### src/rtl/tsreg_pkg.sv
// Package: shared constants and state types for the pointer-addressed
// register slave. Assumes a 7-bit bus address with a fixed upper nibble.
package tsreg_pkg;
    localparam int PTR_W  = 8;
    localparam int WORD_W = 16;
    localparam logic [3:0] ADDR_PREFIX = 4'b0011;

    // Link layer phase of the bus protocol engine.
    typedef enum logic [2:0] {
        LK_IDLE, LK_RX, LK_RX_ACK, LK_TX, LK_TX_ACK
    } link_st_t;

    // Role of the next received byte inside a transaction.
    typedef enum logic [2:0] {
        BY_ADDR, BY_PTR, BY_HIGH, BY_LOW, BY_EXTRA
    } byte_role_t;
endpackage

### src/rtl/tsreg_bus_sense.sv
// Module: synchronises SCL/SDA into the clock domain and flags edges,
// START and STOP. Assumes clk is several times faster than SCL.
module tsreg_bus_sense (
    input  logic clk,
    input  logic rst_n,
    input  logic scl_i,
    input  logic sda_i,
    output logic scl_s,
    output logic sda_s,
    output logic scl_rise,
    output logic scl_fall,
    output logic start_ev,
    output logic stop_ev
);
    logic scl_m, sda_m, scl_d, sda_d;

    // Two-flop synchronisers plus one delayed copy for edge detection.
    always_ff @(posedge clk) begin
        if (!rst_n) begin
            scl_m <= 1'b1; sda_m <= 1'b1;
            scl_s <= 1'b1; sda_s <= 1'b1;
            scl_d <= 1'b1; sda_d <= 1'b1;
        end else begin
            scl_m <= scl_i; sda_m <= sda_i;
            scl_s <= scl_m; sda_s <= sda_m;
            scl_d <= scl_s; sda_d <= sda_s;
        end
    end

    // Event decode: data edges while the clock stays high are bus conditions.
    always_comb begin
        scl_rise = scl_s & ~scl_d;
        scl_fall = ~scl_s & scl_d;
        start_ev = scl_s & scl_d & sda_d & ~sda_s;
        stop_ev  = scl_s & scl_d & ~sda_d & sda_s;
    end
endmodule

### src/rtl/tsreg_bank.sv
// Module: nine-word register set. Writable words take bus writes,
// the temperature word loads from the sensor port, others are constants.
// Assumes pointers at or above NUM_REGS read as zero.
module tsreg_bank #(
    parameter int NUM_REGS = 9,
    parameter int DW = 16,
    parameter int PW = 8,
    parameter int TEMP_IDX = 5,
    parameter logic [NUM_REGS-1:0] RW_MASK = 9'b1_0001_1110,
    parameter logic [DW-1:0] CAP_VAL = 16'h0057,
    parameter logic [DW-1:0] ID_A_VAL = 16'hA5C3,
    parameter logic [DW-1:0] ID_B_VAL = 16'h0102
) (
    input  logic          clk,
    input  logic          rst_n,
    input  logic          wr_en,
    input  logic [PW-1:0] wr_ptr,
    input  logic [DW-1:0] wr_data,
    input  logic [PW-1:0] rd_ptr,
    output logic [DW-1:0] rd_data,
    input  logic          temp_we,
    input  logic [DW-1:0] temp_in,
    output logic [DW-1:0] temp_q
);
    logic [DW-1:0] rd_vec [NUM_REGS];

    for (genvar i = 0; i < NUM_REGS; i++) begin : g_word
        logic [DW-1:0] q;
        if (i == TEMP_IDX) begin : g_temp
            // Temperature word: loaded only from the sensor side.
            always_ff @(posedge clk) begin
                if (!rst_n)       q <= '0;
                else if (temp_we) q <= temp_in;
            end
        end else if (RW_MASK[i]) begin : g_rw
            // Writable word: takes a completed bus write at its pointer.
            always_ff @(posedge clk) begin
                if (!rst_n)                               q <= '0;
                else if (wr_en && wr_ptr == PW'(i))       q <= wr_data;
            end
        end else begin : g_ro
            assign q = (i == 0) ? CAP_VAL : (i == 6) ? ID_A_VAL :
                       (i == 7) ? ID_B_VAL : '0;
        end
        assign rd_vec[i] = q;
    end

    assign temp_q = rd_vec[TEMP_IDX];

    // Read select: unmapped pointers fall through to zero.
    always_comb begin
        rd_data = '0;
        for (int i = 0; i < NUM_REGS; i++)
            if (rd_ptr == PW'(i)) rd_data = rd_vec[i];
    end
endmodule

### src/rtl/tsreg_link.sv
// Module: byte-level slave protocol engine. Decodes address, pointer and
// data bytes, drives ACK and read data on SDA via an open-drain enable.
// Assumes SCL edges are at least a few clk cycles apart.
module tsreg_link
    import tsreg_pkg::*;
(
    input  logic              clk,
    input  logic              rst_n,
    input  logic              sda_s,
    input  logic              scl_rise,
    input  logic              scl_fall,
    input  logic              start_ev,
    input  logic              stop_ev,
    input  logic [2:0]        sel,
    input  logic [WORD_W-1:0] rd_data,
    output logic              sda_oe,
    output logic [PTR_W-1:0]  ptr_q,
    output logic              wr_en,
    output logic [WORD_W-1:0] wr_data
);
    link_st_t          st;
    byte_role_t        role;
    logic [3:0]        bitcnt;
    logic [7:0]        sh;
    logic [7:0]        hi_q;
    logic [WORD_W-1:0] word_q;
    logic              go_tx, lo_phase, mack;

    // Protocol sequencing: one process owns all link state.
    always_ff @(posedge clk) begin
        if (!rst_n) begin
            st <= LK_IDLE; role <= BY_ADDR; bitcnt <= '0; sh <= '0;
            hi_q <= '0; word_q <= '0; go_tx <= 1'b0; lo_phase <= 1'b0;
            mack <= 1'b0; sda_oe <= 1'b0; ptr_q <= '0;
            wr_en <= 1'b0; wr_data <= '0;
        end else begin
            wr_en <= 1'b0;
            if (stop_ev) begin
                st <= LK_IDLE; sda_oe <= 1'b0;
            end else if (start_ev) begin
                st <= LK_RX; role <= BY_ADDR; bitcnt <= '0; sda_oe <= 1'b0;
            end else begin
                case (st)
                    LK_RX: begin
                        if (scl_rise) begin
                            sh <= {sh[6:0], sda_s};
                            bitcnt <= bitcnt + 4'd1;
                        end else if (scl_fall && bitcnt == 4'd8) begin
                            bitcnt <= '0;
                            st <= LK_RX_ACK;
                            sda_oe <= 1'b1;
                            go_tx <= 1'b0;
                            case (role)
                                BY_ADDR: begin
                                    if (sh[7:1] == {ADDR_PREFIX, sel}) begin
                                        go_tx <= sh[0];
                                        word_q <= rd_data;
                                        role <= BY_PTR;
                                    end else begin
                                        st <= LK_IDLE; sda_oe <= 1'b0;
                                    end
                                end
                                BY_PTR:  begin ptr_q <= sh; role <= BY_HIGH; end
                                BY_HIGH: begin hi_q <= sh; role <= BY_LOW; end
                                BY_LOW: begin
                                    wr_en <= 1'b1;
                                    wr_data <= {hi_q, sh};
                                    role <= BY_EXTRA;
                                end
                                default: begin st <= LK_IDLE; sda_oe <= 1'b0; end
                            endcase
                        end
                    end
                    LK_RX_ACK: begin
                        if (scl_fall) begin
                            if (go_tx) begin
                                st <= LK_TX; sh <= word_q[15:8];
                                sda_oe <= ~word_q[15]; lo_phase <= 1'b0;
                            end else begin
                                st <= LK_RX; sda_oe <= 1'b0;
                            end
                        end
                    end
                    LK_TX: begin
                        if (scl_fall) begin
                            if (bitcnt == 4'd7) begin
                                sda_oe <= 1'b0; st <= LK_TX_ACK; bitcnt <= '0;
                            end else begin
                                sh <= {sh[6:0], 1'b0};
                                sda_oe <= ~sh[6];
                                bitcnt <= bitcnt + 4'd1;
                            end
                        end
                    end
                    LK_TX_ACK: begin
                        if (scl_rise) mack <= ~sda_s;
                        else if (scl_fall) begin
                            if (!lo_phase && mack) begin
                                st <= LK_TX; sh <= word_q[7:0];
                                sda_oe <= ~word_q[7]; lo_phase <= 1'b1;
                            end else begin
                                st <= LK_IDLE;
                            end
                        end
                    end
                    default: ;
                endcase
            end
        end
    end
endmodule

### src/rtl/tsreg_i2c_slave.sv
// Module: top of the pointer-addressed word register slave. Joins the
// bus front end, the protocol engine and the register set.
// Assumes an external open-drain pad: sda_oe=1 pulls SDA low.
module tsreg_i2c_slave
    import tsreg_pkg::*;
#(
    parameter int NUM_REGS = 9,
    parameter int TEMP_IDX = 5
) (
    input  logic              clk,
    input  logic              rst_n,
    input  logic              scl_i,
    input  logic              sda_i,
    output logic              sda_oe,
    input  logic [2:0]        sel_pins,
    input  logic              temp_we,
    input  logic [WORD_W-1:0] temp_data
);
    logic scl_s, sda_s, scl_rise, scl_fall, start_ev, stop_ev;
    logic [PTR_W-1:0]  ptr_q;
    logic              wr_en;
    logic [WORD_W-1:0] wr_data, rd_data, temp_q;

    tsreg_bus_sense u_sense (
        .clk(clk), .rst_n(rst_n), .scl_i(scl_i), .sda_i(sda_i),
        .scl_s(scl_s), .sda_s(sda_s), .scl_rise(scl_rise),
        .scl_fall(scl_fall), .start_ev(start_ev), .stop_ev(stop_ev)
    );

    tsreg_link u_link (
        .clk(clk), .rst_n(rst_n), .sda_s(sda_s), .scl_rise(scl_rise),
        .scl_fall(scl_fall), .start_ev(start_ev), .stop_ev(stop_ev),
        .sel(sel_pins), .rd_data(rd_data), .sda_oe(sda_oe),
        .ptr_q(ptr_q), .wr_en(wr_en), .wr_data(wr_data)
    );

    tsreg_bank #(
        .NUM_REGS(NUM_REGS), .DW(WORD_W), .PW(PTR_W), .TEMP_IDX(TEMP_IDX)
    ) u_bank (
        .clk(clk), .rst_n(rst_n), .wr_en(wr_en), .wr_ptr(ptr_q),
        .wr_data(wr_data), .rd_ptr(ptr_q), .rd_data(rd_data),
        .temp_we(temp_we), .temp_in(temp_data), .temp_q(temp_q)
    );
endmodule

### config.mk
export PLATFORM = sky130hd
export DESIGN_NAME = tsreg_i2c_slave
export DESIGN_NICKNAME = d
export VERILOG_FILES = /design/src/rtl/tsreg_pkg.sv /design/src/rtl/tsreg_bus_sense.sv /design/src/rtl/tsreg_bank.sv /design/src/rtl/tsreg_link.sv /design/src/rtl/tsreg_i2c_slave.sv
export SDC_FILE = /design/constraint.sdc
export NUM_CORES = 1
export LEC_CHECK = 0
export ABC_CLOCK_PERIOD_IN_PS = 5400
export BUFFER_PORTS_ARGS = -buffer_cell sky130_fd_sc_hd__buf_2
export CAP_MARGIN = 30
export CORE_MARGIN = 3
export CORE_UTILIZATION = 56
export DETAILED_ROUTE_END_ITERATION = 6
export GPL_ROUTABILITY_DRIVEN = 1
export PLACE_DENSITY = 0.72
export SLEW_MARGIN = 25
export SYNTH_ARGS = -nofsm -noshare
export SYNTH_HDL_FRONTEND = slang
export SYNTH_HIERARCHICAL = 1
export SYNTH_SLANG_ARGS = --single-unit
### constraint.sdc
create_clock -name clk -period 5.4 [get_ports clk]
set_input_delay 1.08 -clock clk [delete_from_list [all_inputs] [get_ports clk]]
set_output_delay 1.08 -clock clk [all_outputs]
set_load 0.01 [all_outputs]
==> summary.md <==
| Metric | Value |
|---|---|
| Routing usage on met2 | 0.402 |
| Area of the core | around 0.014 mm² |
| Largest net degree at the start of global routing | 109 |
| Critical Path RT | 5.75 ns |
| Worst setup path start | u_link/ptr_q[2] |
| Clock sinks | 173 |
| Tmin final | ~2.7 ns |
| Placed insts | 1063 |
| WL final | 20500 µm |
| Via count | 6718 |
| Most common cell in the synthesized netlist | nand2_1 |
| Initial Util | 0.585 |
| Synth top area share | 0.417 |
| Worst setup EP type | flip-flop |
| Slew @ Worst Pin | 0.980 ns |
| Slew headroom | 0.341 |
| Clk slew on worst S/H paths | roughly 0.06 ns |
| CP Launch Type | flip-flop |
| First-pass GRT wire length | 32900 µm |
| Predominant post-synthesis flop cell | dfxtp_1 |
| Site Rows | between 40 and 50 |
| PostCTS Resize Cnt | 0 |
| Hold Crit Class | flip-flop to flip-flop |
| #FFs+latches synth | between 150 and 200 |
| Drt first pass iters | 5 |
| Crit path kind | flip-flop to flip-flop |
| Area of the die | 0.0163 mm² |
| WP data arrival | 3.10 ns |
| Sequential area share after synthesis | 0.417 |
| Setup violators final | 0 |
| Synth warn | 6 |
| Total CTS buffers | 17 |
| Grt met1 use | 0.333 |
| Mapped cell area | a little over 0.008 mm² |
| Chip width | ~130 µm |
| Setup Skew | 0.00573 ns |
| RSZ-0062 raised after global routing | no |
| GRT Max-Usage Layer | met2 |
| Clock Latency Late Sink | between 0.4 and 0.5 ns |
| Max-Cap Viols | 0 |
| Via/cell ratio | 6.14 |
| Syn avg cell area | ~9.1 µm² |
| Top-level I/O count | 25 |
| Crit Path Max Fanout | 22 |
| Clk root buf | clkbuf_16 |
| Share of post-route cells with drive strength above 1 | 0.0973 |
| Overall Power | 2.57 mW |
| Maximum buffer depth of the clock tree | 2 |
| CTS tree | done |
| Gr ovfl total | 0 |
| Cells after Synth | 917 |
| Avg WL per Cell | roughly 19 µm |
| Netlist cell types | 75 |
| DPL Wire Length | 13200 µm |
| Synth area leader | dfxtp_1 |
| Met3 usage | 0.0488 |
| Synth top cells by count | 182 x nand2_1, 173 x dfxtp_1, 153 x mux2i_1 |
| Pwr per Cell Area | 284 mW/mm² |
| Maximum VDD drop | 0.000242 V |
| Area grow syn2layout | 8.63% |
| Count of input and output buffers | 24 |
| Non-Filler Instances | 1095 |
| Top cells by area, synth | dfxtp_1 42%, mux2i_1 18%, nand2_1 8.2%, clkbuf_1 2.2%, o21ai_0 2.0% |
| Antenna Cells | 0 |
| Max H-tree Level | 4 |
| Post-synth EDFFs | 0 |
| Hold Crit Start | u_sense/scl_m |
| Final RePlAce weighted congestion | 0.874 |
| Nets | 929 |
| Fin crit share | 0.508 |
| GRT Total Usage | 0.252 |
| Syn nets | 943 |
| Post-route ant nets | 0 |
| Vias in the first global route | 6470 |
| Final hold viol count | 0 |
| RR Startpoint | u_link/ptr_q[2] |
| Cts hold-fix bufs | 0 |
| Lkg Pwr | 3.90 nW |
| Ys async rst share | 0 |
| # DRC | 0 |
| Max-slew violations | 0 |
| Outcome | completed |
| Post-route setup TNS | 0 ns |
| Achievable Freq | 0.364 GHz |
| DR iter-0 viols | 618 |
| Initial antenna violation count | 0 |
| Post-CTS Setup Bufs | 0 |
| Die H | 128 µm |
cell type report:
type,count,area (µm²)
clock buffers,21,460
flip-flops and latches,173,3460
clock inverters,10,115
well taps,180,225
multi-input cells,668,4490
fillers,1196,5180
repair buffers,34,229
inverters,9,33.8
sequential cells by signal (all words and copies together), names as in the netlist, 3 cells and up:
register         cells
u_link/role          3
u_bank/temp_q       16
u_link/st            3
u_link/ptr_q         8
u_bank/g_word.q     80
u_link/word_q       16
u_link/sh            8
u_link/bitcnt        4
u_link/hi_q          8
u_link/wr_data      16
routing by layer:
layer,share of wire,routed length [µm],vias up
met1,0.46,9360,3279
li1,-,-,3194
met5,0,0,-
met3,0.046,948,42
met4,0.027,557,0
met2,0.47,9670,203
cells in the final DEF (no fill, tap or decap), types with 14 or more instances in the layout:
cell       instances
o21ai_0           33
o22ai_1           14
nand2b_1          26
nor2b_1           23
dfxtp_1          172
nor2_1            43
a21oi_1           28
mux2i_1          153
buf_2             23
nand2_1          182
clkbuf_16         17
metrics by stage:
step           instance area, µm²  utilization  setup slack (ns)  hold slack, ns
6_report                     9020        0.635              2.66           0.409
3_3_place_gp                 8390        0.591              2.01           0.391
5_1_grt                      9020        0.635              2.48           0.430
2_1_floorplan                8310            -              3.13           0.386
3_5_place_dp                 8420        0.593              2.22           0.398
4_1_cts                      8990        0.633              2.67           0.411
path summary, 6_finish.rpt:
check	end	slack [ns]	cells after the start
setup / recovery	u_link/word_q[4]	2.66	6
hold / removal	u_sense/scl_s	0.41	1
setup reg to reg	u_link/word_q[4]	2.66	6
hold reg to reg	u_sense/scl_s	0.41	1
kinds of logic after synthesis:
group                      count (synthesis)  synth area share
AOI/OAI and AO/OA                        142             0.113
xor gates and xnor gates                   3           0.00316
adders and majority gates                  2           0.00301
buffers and inverters                     76            0.0432
DFF                                      173             0.417
muxes                                    161             0.195
and+or+nand+nor                          360             0.225
power breakdown:
group | leakage [nW] | switching (mW) | internal, mW | total (mW)
registers | 1.40 | 0.00839 | 1.29 | 1.29
clock network | 0.275 | 0.497 | 0.703 | 1.20
logic | 2.23 | 0.0457 | 0.0264 | 0.0721
worst max-delay path, stage by stage (launching register included):
cell	delay [ns]
dfxtp_1	0.87
nor3b_2	0.92
o21ai_0	0.23
a21oi_1	0.23
a2bb2oi_2	0.18
nand2_1	0.08
mux2i_1	0.15
Power figures use the tool's default switching activity.
